<file path="src/rtl/rtc_regport.sv">
module rtc_regport #(
  parameter int IDX_W = 7
) (
  input  logic       clk,
  input  logic       rst_n,
  input  logic       soft_rst,
  input  logic       cs,
  input  logic       we,
  input  logic       addr,
  input  logic [7:0] wdata,
  output logic [7:0] rdata,
  input  logic       set_pf,
  input  logic       set_af,
  input  logic       set_uf,
  input  logic       upd_busy,
  output logic       irq,
  output logic       run_en,
  output logic       div_restart
);
  localparam int DEPTH = 1 << IDX_W;
  localparam logic [IDX_W-1:0] IX_A = IDX_W'(10);
  localparam logic [IDX_W-1:0] IX_B = IDX_W'(11);
  localparam logic [IDX_W-1:0] IX_C = IDX_W'(12);
  localparam logic [IDX_W-1:0] IX_D = IDX_W'(13);

  logic [IDX_W-1:0] idx;
  logic [6:0]       areg;
  logic [7:0]       breg, creg;
  logic [7:0]       mem [DEPTH];
  logic             restart_q;

  logic       wr_idx, wr_dat, rd_dat, wr_a, wr_b, rd_c, special;
  logic [7:0] c_base, c_next;
  logic [2:0] req, flags;
  logic       irqf;

  assign wr_idx  = cs & we & ~addr;
  assign wr_dat  = cs & we & addr;
  assign rd_dat  = cs & ~we & addr;
  assign wr_a    = wr_dat && idx == IX_A;
  assign wr_b    = wr_dat && idx == IX_B;
  assign rd_c    = rd_dat && idx == IX_C;
  assign special = idx >= IX_A && idx <= IX_D;

  assign run_en      = ~breg[7] && areg[6:4] <= 3'b010;
  assign irq         = creg[7];
  assign div_restart = restart_q;

  always_comb begin
    c_base = rd_c ? 8'h00 : creg;
    req    = {set_pf, set_af, set_uf};
    flags  = c_base[6:4] | req;
    if (wr_b) irqf = |(wdata[6:4] & flags);
    else      irqf = c_base[7] | (|(req & ~c_base[6:4] & breg[6:4]));
    c_next = {irqf, flags, 4'h0};
  end

  always_ff @(posedge clk or negedge rst_n) begin
    if (!rst_n) begin
      idx       <= '0;
      areg      <= 7'h26;
      breg      <= 8'h02;
      creg      <= 8'h00;
      restart_q <= 1'b0;
    end else begin
      restart_q <= 1'b0;
      if (wr_idx) idx <= wdata[IDX_W-1:0];
      if (wr_a) begin
        areg      <= wdata[6:0];
        restart_q <= areg[6:5] == 2'b11 && wdata[6:4] <= 3'b010 && ~breg[7];
      end
      if (soft_rst) begin
        breg <= breg & 8'h97;
        creg <= 8'h00;
      end else begin
        creg <= c_next;
        if (wr_b) breg <= wdata;
      end
    end
  end

  always_ff @(posedge clk) begin
    if (wr_dat && !special) mem[idx] <= wdata;
  end

  always_comb begin
    if (!addr) rdata = 8'hFF;
    else begin
      case (idx)
        IX_A:    rdata = {run_en & upd_busy, areg};
        IX_B:    rdata = breg;
        IX_C:    rdata = creg;
        IX_D:    rdata = 8'h80;
        default: rdata = mem[idx];
      endcase
    end
  end
endmodule

</file>
<file path="config.mk">
export PLATFORM = sky130hd
export DESIGN_NAME = rtc_regport
export DESIGN_NICKNAME = d
export VERILOG_FILES = /design/src/rtl/rtc_regport.sv
export SDC_FILE = /design/constraint.sdc
export NUM_CORES = 1
export LEC_CHECK = 0
export BUFFER_PORTS_ARGS = -buffer_cell sky130_fd_sc_hd__buf_2
export CELL_PAD_IN_SITES_DETAIL_PLACEMENT = 1
export CELL_PAD_IN_SITES_GLOBAL_PLACEMENT = 2
export CORE_MARGIN = 1
export CORE_UTILIZATION = 48
export CTS_CLUSTER_DIAMETER = 80
export DETAILED_ROUTE_END_ITERATION = 7
export HOLD_SLACK_MARGIN = 0.02
export PLACE_DENSITY_LB_ADDON = 0.1
export SLEW_MARGIN = 20
export SYNTH_ARGS = -nofsm -noshare
export SYNTH_HDL_FRONTEND = slang
export SYNTH_SLANG_ARGS = --single-unit
</file>
<file path="constraint.sdc">
create_clock -name clk -period 3.5 [get_ports clk]
set_clock_uncertainty 0.1 [all_clocks]
set_input_delay 0.525 -clock clk [delete_from_list [all_inputs] [get_ports clk]]
set_output_delay 0.525 -clock clk [all_outputs]
set_load 0.03 [all_outputs]
</file>
# After elaboration in Yosys (flattened, before gate mapping)
# Memory sizes are Yosys's and may differ from the RTL's.
# Cells that the tools add are included.
[word_totals] reg_bits=31 ram_bits=1024 inputBits=18 out_inout_bits=11 wordCells=55 n_memories=1
[mem_list] name="mem" depth=128 word_bits=8 read_ports=1 rd_clocked_by_memory_dff=0 wr=1 line="29" rtl="logic [7:0] mem [DEPTH];"
[classes] magnitude_cmp=4 eq_ne=5 mux=10 bitwise_logic=16 n_reduce_logical=13
[op_table] op="8-bit one-hot mux with 4 select lines" n=1
[op_table] op="7-bit by 4-bit == test with 1-bit output, second input constant" n=4
[op_table] op="8-bit 2-to-1 mux" n=3
[op_table] op="7-bit 2-to-1 mux" n=2
[op_table] op="3-bit AND" n=3
[op_table] op="1-bit logical AND" n=8
[op_table] op="7-bit by 4-bit greater-or-equal comparator with 1-bit output, second input constant" n=1
[op_table] op="7-bit by 4-bit <= comparator with 1-bit output, second input constant" n=1
[op_table] op="1-bit AND" n=6
[op_table] op="3-bit by 2-bit <= comparator with 1-bit output, second input constant" n=2
[op_table] op="3-bit OR reduction" n=2
[op_table] op="1-bit 2-to-1 mux" n=4
[op_table] op="1-bit NOT" n=4
[op_table] op="3-bit NOT" n=1
[op_table] op="3-bit bitwise OR" n=1
[op_table] op="2-bit == test, second input constant" n=1
[op_table] op="2-bit AND reduction" n=1
[op_table] op="2-bit nonzero test" n=1
[op_table] op="1-bit logical NOT" n=1
[op_table] op="1-bit bitwise OR" n=1

# Longest topological paths before layout
# Gate-level depths: netlist of the first run.
[depth] word_depth=12 depth_mapped=10 mapped_depth_nobuf=6

# Least setup slack after synthesis of the first run
# OpenSTA, ideal clock, no wires.
[synth_path] kind="register to output" from="register idx[1]" to="output port rdata[0]" arrival_ps=2123 setup_slack_ps=752 path_stages_with_launch=10 path_buffers=3 path_cell_list="dfrtp_1 buf_4 or2_1 buf_4 clkbuf_1 o22ai_1 o21ai_0 a41oi_1 nor4_1 o221ai_1"
[synth_between] elab_chain_len=3 elab_cells_between_ends=7
[synth_lines] element="start, declared" line="26" rtl="logic [IDX_W-1:0] idx;"
[synth_lines] element="start signal, assigned" line="67" rtl="if (wr_idx) idx <= wdata[IDX_W-1:0];"
[synth_lines] element="memory 128 x 8 bit / 7-bit by 4-bit == test with 1-bit output (equally long branches)"
[synth_lines] element="8-bit one-hot mux with 4 select lines *" line="89" rtl="case (idx)"
[synth_lines] element="8-bit 2-to-1 mux *" line="87" rtl="if (!addr) rdata = 8'hFF;"
[synth_lines] element="end, declared" line="11" rtl="output logic [7:0] rdata,"
# Mark *: on every way between the ends. The rest lies on a longest branch, timed or not.

# Worst setup path in the final report of the first run
[layout_path] from="register idx[0]" to="output port rdata[4]"
# Same word-level chain as after synthesis.

==> results.json, run 1 <==
{
  "final_util_pct": 59.7,
  "start_util_pct": 48.4,
  "violations": "negative setup slack",
  "cp_max_fo": 26,
  "fin_ws_ns": -0.543,
  "dieArea_um2": 87100,
  "grt_usage_pct": 27.1,
  "ys_ff_latch": 1051,
  "p_per_area_nw_per_um2": 611,
  "antenna_found_initial": 0,
  "dpl.hpwl_um": 70500,
  "grt_start_max_net_pins": 66,
  "setup_viol": 8,
  "portBuffers": 28,
  "hold_violations": 0,
  "tightestPinTransition_ns": 0.889,
  "p_comb_share_pct": 18.1,
  "critical_path_class": "reg2out",
  "ir_drop_mv": 0.582,
  "tritoncts": "yes",
  "drt-total-wl_um": 117000,
  "clock-sinks": 1051,
  "first_pass_iters": 5,
  "rsz0062_at_grt": "true",
  "power.leakage_nw": 17.6,
  "endpoint_kind": "output pin",
  "cts-root-buf": "clkbuf_16",
  "cts_made_buffers": 108,
  "cp_data_arrival_time_ns": 3.42,
  "cp.required_ns": 2.87,
  "drv_cap": 0,
  "core_um2": 85100,
  "nFillCells": 7569,
  "slew_violations": 0,
  "pin_count": 29,
  "cp-start-kind": "register",
  "dieHeight_um": 295,
  "critical-path-max-stage-delay_ns": 0.50,
  "cpMaxStageDelayCell": "dfrtp_4",
  "htree_levels": 3,
  "wire_per_inst_um": 29.0,
  "hold_path_class": "in2reg",
  "seq_power_share_pct": 45.0,
  "netlist_instances": 2396,
  "syn_to_final_growth_pct": 23.4,
  "ant_nets": 0,
  "r2r_slack_ns": 0.15,
  "path_buf_inv": 7,
  "slew_headroom_pct": 40.7,
  "cp_top_family": "buffers and inverters",
  "syn_avg_cell_area_um2": 17.2,
  "antenna_cells": 0,
  "grt_pass1_vias": 25000,
  "layout_commonest_cell": "edfxtp_1",
  "syn_area_um2": 41200,
  "vias": 23700,
  "drc_errors": 0,
  "p_sw_share_pct": 26.3,
  "crit_chain": "buf_12 > buf_12 > buf_12 > buf_16 > mux2i_1 > o22ai_1 > o21ai_2 > a41oi_2 > buf_6 > nor4_4 > buf_4 > o21ai_1 > buf_4",
  "cts_buffer_depth": 3,
  "avgViaCountPerCell": 5.88,
  "std_cell_rows": 107,
  "drtIter0Drc": 2192,
  "seq_area_frac_synth_pct": 76.2,
  "ys_warn_count": 0,
  "grt_pass1_wl_um": 169000,
  "p_sw_mw": 8.17,
  "clkPwrFrac_pct": 36.9,
  "drive_gt1_share_pct": 25.5,
  "fin_hold_ws_ns": 0.243,
  "die_w_um": 295,
  "fin_crit_ns": 4.04,
  "power.internal_mw": 22.9,
  "clkTransAtPathRegs_ns": 0.06,
  "grt-ovfl-total": 0,
  "crit_top_cell": "buf_12",
  "layout_common_cells": "edfxtp_1, mux2i_1, buf_4, o22ai_1, nor2_1",
  "status": "finished, violations left",
  "layout.nets": 2804,
  "synth_cell_types": 40,
  "clk_latency_ns": 0.69,
  "gp_congestion": 0.813,
  "max_clock_freq_mhz": 247,
  "fin_crit_sh_pct": 116
}
final cells by class:
cell class | instances | area, um2 | area share, %
repair buffers | 397 | 4120 | 8.10
inverters | 4 | 15.0 | 0.0295
well taps | 1144 | 1430 | 2.81
flip-flops and latches | 1051 | 31400 | 61.8
multi-input cells | 1224 | 10300 | 20.3
clock buffers | 135 | 2850 | 5.59
clock inverters | 67 | 674 | 1.33
cells by family after synthesis:
family	share of synthesized area, %
and+or+nand+nor	2.17
buffers and inverters	1.89
AOI/OAI and AO/OA	6.57
other	0.00910
DFF	76.2
muxes	13.1
flip-flops by register name, indices dropped and copies added, names as in the netlist:
register and cells:
mem 1024, breg 8, areg 7, idx 7, creg 4, div_restart 1
per-stage QoR:
step | instances | worst slack [ns] | cell area (um2) | total power, mW | setup TNS [ns]
6_report | 4022 | -0.543 | 50900 | 31.1 | -4.03
5_1_grt | 4022 | -0.623 | 50900 | 31.9 | -4.71
4_1_cts | 4018 | -0.522 | 50600 | 31.1 | -4.00
3_5_place_dp | 3786 | -0.360 | 45300 | 18.8 | -1.80
3_3_place_gp | 3786 | -0.392 | 45300 | 18.8 | -1.84
2_1_floorplan | 2427 | 0.752 | 41300 | 16.6 | 0
synthesized netlist by cell type:
library cell	instances	area, um2
edfxtp_1	1024	30700
mux2i_1	523	5240
o22ai_1	258	1610
nor2_1	137	514
o21ai_0	136	681
buf_2	88	440
a41oi_1	32	280
clkbuf_1	31	116
nand2_1	29	109
dfrtp_1	23	576
buf_4	22	165
mux2_2	16	180
nor4_1	8	50.1
a21oi_1	7	35.0
nand3_1	7	35.0
nor2b_1	6	37.5
buf_1	5	18.8
o221ai_1	5	43.8
dfstp_2	4	105
inv_1	4	15.0
nor3_1	4	20.0
nand2b_1	3	18.8
nor3_2	3	30.0
o21ai_1	3	15.0
buf_6	2	22.5
nand4_1	2	12.5
a211oi_1	1	7.51
a21oi_4	1	16.3
a222oi_1	1	10.0
a31oi_1	1	6.26
and2_1	1	6.26
and3_1	1	6.26
conb_1	1	3.75
nand2b_2	1	8.76
nand3_2	1	10.0
nand3b_1	1	7.51
nor2_2	1	6.26
nor4bb_1	1	10.0
or2_1	1	6.26
or2_2	1	6.26
final timing paths:
check | cells past startpoint | start | endpoint
min | 1 | wdata[4] | mem[19][4]
max | 13 | idx[0] | rdata[4]
min in group asynchronous | 2 | rst_n | areg[3]
min reg2reg | 1 | areg[0] | areg[0]
max in group asynchronous | 2 | rst_n | idx[0]
max reg2reg | 10 | idx[0] | mem[57][4]
power groups by stage:
stage | Clock (mW) | Combinational (mW) | Sequential [mW]
finish | 11.5 | 5.63 | 14.0
global route | 12.0 | 5.86 | 14.0
CTS | 11.6 | 5.51 | 14.0
detailed placement | 0 | 4.59 | 14.2
global placement | 0 | 4.53 | 14.2
floorplan | 0 | 2.45 | 14.2
per-layer routing:
| layer | vias to the layer above | track usage [%] | wire length [um] |
|---|---|---|---|
| li1 | 10300 | - | - |
| met1 | 12400 | 38.2 | 50800 |
| met2 | 716 | 43.3 | 55500 |
| met3 | 186 | 4.23 | 7270 |
| met4 | 0 | 8.83 | 3280 |
| met5 | - | 0 | 0 |
timing repair:
item	in CTS	in global routing
buffers inserted	14	5
pin swaps	74	29
cloned	14	0
endpoints found under the setup margin	8	32
endpoints found under the hold margin	30	0
resized for setup	307	50
hold buffers	7	0
Note: power is estimated with default switching activity, not from simulation.
==> run 2, diff against run 1 <==
--- a/config.mk
+++ b/config.mk
@@ -5,7 +5,7 @@
 export SDC_FILE = /design/constraint.sdc
 export NUM_CORES = 1
 export LEC_CHECK = 0
-export BUFFER_PORTS_ARGS = -buffer_cell sky130_fd_sc_hd__buf_2
+export BUFFER_PORTS_ARGS = -buffer_cell sky130_fd_sc_hd__buf_4
 export CELL_PAD_IN_SITES_DETAIL_PLACEMENT = 1
 export CELL_PAD_IN_SITES_GLOBAL_PLACEMENT = 2
 export CORE_MARGIN = 1
@@ -14,7 +14,7 @@
 export DETAILED_ROUTE_END_ITERATION = 7
 export HOLD_SLACK_MARGIN = 0.02
 export PLACE_DENSITY_LB_ADDON = 0.1
-export SLEW_MARGIN = 20
+export SLEW_MARGIN = 0
 export SYNTH_ARGS = -nofsm -noshare
 export SYNTH_HDL_FRONTEND = slang
 export SYNTH_SLANG_ARGS = --single-unit
==> results.json, run 2 (synthesis results as in run 1) <==
{
  "status": "finished, violations left",
  "violations": "negative setup slack",
  "fin_crit_sh_pct": 115,
  "fin_crit_ns": 4.03,
  "avgViaCountPerCell": 5.86,
  "ir_drop_mv": 0.488,
  "max_clock_freq_mhz": 248,
  "grt_usage_pct": 27.0,
  "slew_violations": 0,
  "pre_cts_slack_ns": -0.482,
  "drc_errors": 0,
  "first_pass_iters": 5,
  "clk_latency_ns": 0.67,
  "cp.required_ns": 2.87,
  "layout.nets": 2827,
  "grt_pass1_wl_um": 170000,
  "cp_data_arrival_time_ns": 3.40,
  "antenna_cells": 0,
  "p_per_area_nw_per_um2": 609,
  "clock-sinks": 1051,
  "tightestPinTransition_ns": 0.854,
  "cts-root-buf": "clkbuf_16",
  "grt_pass1_vias": 25100,
  "drt-total-wl_um": 116000,
  "layout_common_cells": "edfxtp_1, mux2i_1, buf_4, o22ai_1, nor2_1",
  "die_w_um": 295,
  "hold_violations": 0,
  "fin_area_um2": 51200,
  "portBuffers": 28,
  "htree_levels": 3,
  "core_um2": 85100,
  "start_util_pct": 48.4,
  "gp_congestion": 0.831,
  "wire_per_inst_um": 28.8,
  "layout_commonest_cell": "edfxtp_1",
  "cts_made_buffers": 109,
  "fin_hold_ws_ns": 0.209,
  "cp_max_fo": 6,
  "ant_nets": 0,
  "grt_start_max_net_pins": 65,
  "clkTransAtPathRegs_ns": 0.06,
  "cp-start-kind": "register",
  "antenna_found_initial": 2,
  "setup_viol": 8,
  "dieArea_um2": 87100,
  "drive_gt1_share_pct": 25.7,
  "endpoint_kind": "output pin",
  "critical_path_class": "reg2out",
  "tritoncts": "yes",
  "drtIter0Drc": 1812,
  "fin_ws_ns": -0.526,
  "hold_path_class": "in2async",
  "vias": 23700,
  "rsz0062_at_grt": "true",
  "std_cell_rows": 107,
  "largestRegisters": "mem (1024), breg (8)",
  "power.leakage_nw": 17.8,
  "drv_cap": 0,
  "finalPower_mw": 31.2,
  "cts_buffer_depth": 3,
  "pin_count": 29,
  "dpl.hpwl_um": 69900,
  "grt-ovfl-total": 0,
  "largest_register_ffs": 1024,
  "slew_headroom_pct": 43.1,
  "post_dp_cell_area_um2": 45400,
  "regMostFlops": "mem",
  "dieHeight_um": 295,
  "syn_to_final_growth_pct": 24.2
}
## run 2: through the flow
stage | std cells | setup TNS (ns) | utilization, %
detailed placement | 3794 | -1.67 | 53.3
CTS | 4034 | -4.08 | 59.7
global placement | 3794 | -1.24 | 53.3
finish | 4041 | -3.89 | 60.2
global route | 4041 | -4.67 | 60.2
floorplan | 2427 | 0 | -
## run 2: final timing paths
kind | slack, ns | startpoint | to | cells past startpoint
setup / recovery | -0.53 | idx[0] | rdata[7] | 12
hold / removal | 0.21 | rst_n | breg[0] | 2
setup reg to reg | 0.38 | idx[6] | mem[63][1] | 10
hold reg to reg | 0.41 | breg[0] | breg[0] | 1
max in group asynchronous | 2.76 | rst_n | idx[0] | 2
min in group clk | 0.26 | wdata[2] | mem[83][2] | 1
## run 2: layout make-up
class                      instances  area, um2
clock buffer                     137       2920
clock inverter                    62        568
fill                            7570      33900
inverter                           4       15.0
multi-input combinational       1224      10300
sequential                      1051      31400
tap                             1144       1430
timing repair buffer             419       4530
## run 2: what timing repair did
| item | 4_1_cts | 5_1_grt |
|---|---|---|
| pin swaps | 76 | 38 |
| endpoints found under the setup margin | 8 | 8 |
| hold buffers | 5 | 0 |
| setup buffers | 21 | 9 |
| gates cloned | 22 | 2 |
| resized for setup | 277 | 82 |
| hold endpoints to repair | 34 | 0 |
## run 2: report_power, final
group | switching (mW) | leakage, nW | internal [mW] | total [mW]
sequential | 0.0679 | 9.57 | 13.9 | 14.0
clock | 4.80 | 1.71 | 6.61 | 11.4
combinational | 3.25 | 6.55 | 2.58 | 5.83
## run 2: worst max-delay path, cell delays in order (launching register included)
cell      delay (ns)
dfrtp_4         0.47
buf_12          0.19
buf_16          0.17
buf_4           0.17
buf_16          0.14
mux2i_4         0.22
o22ai_2         0.10
o21ai_1         0.14
buf_4           0.17
a41oi_4         0.17
nor4_4          0.38
o221ai_1        0.18
buf_4           0.20
## run 2: routing by layer
metal	vias up	track usage [%]	share of wire [%]
li1	10400	-	-
met1	12500	37.6	44
met2	658	44.5	48
met3	191	3.59	4.9
met4	0	8.18	2.8
met5	-	0	0
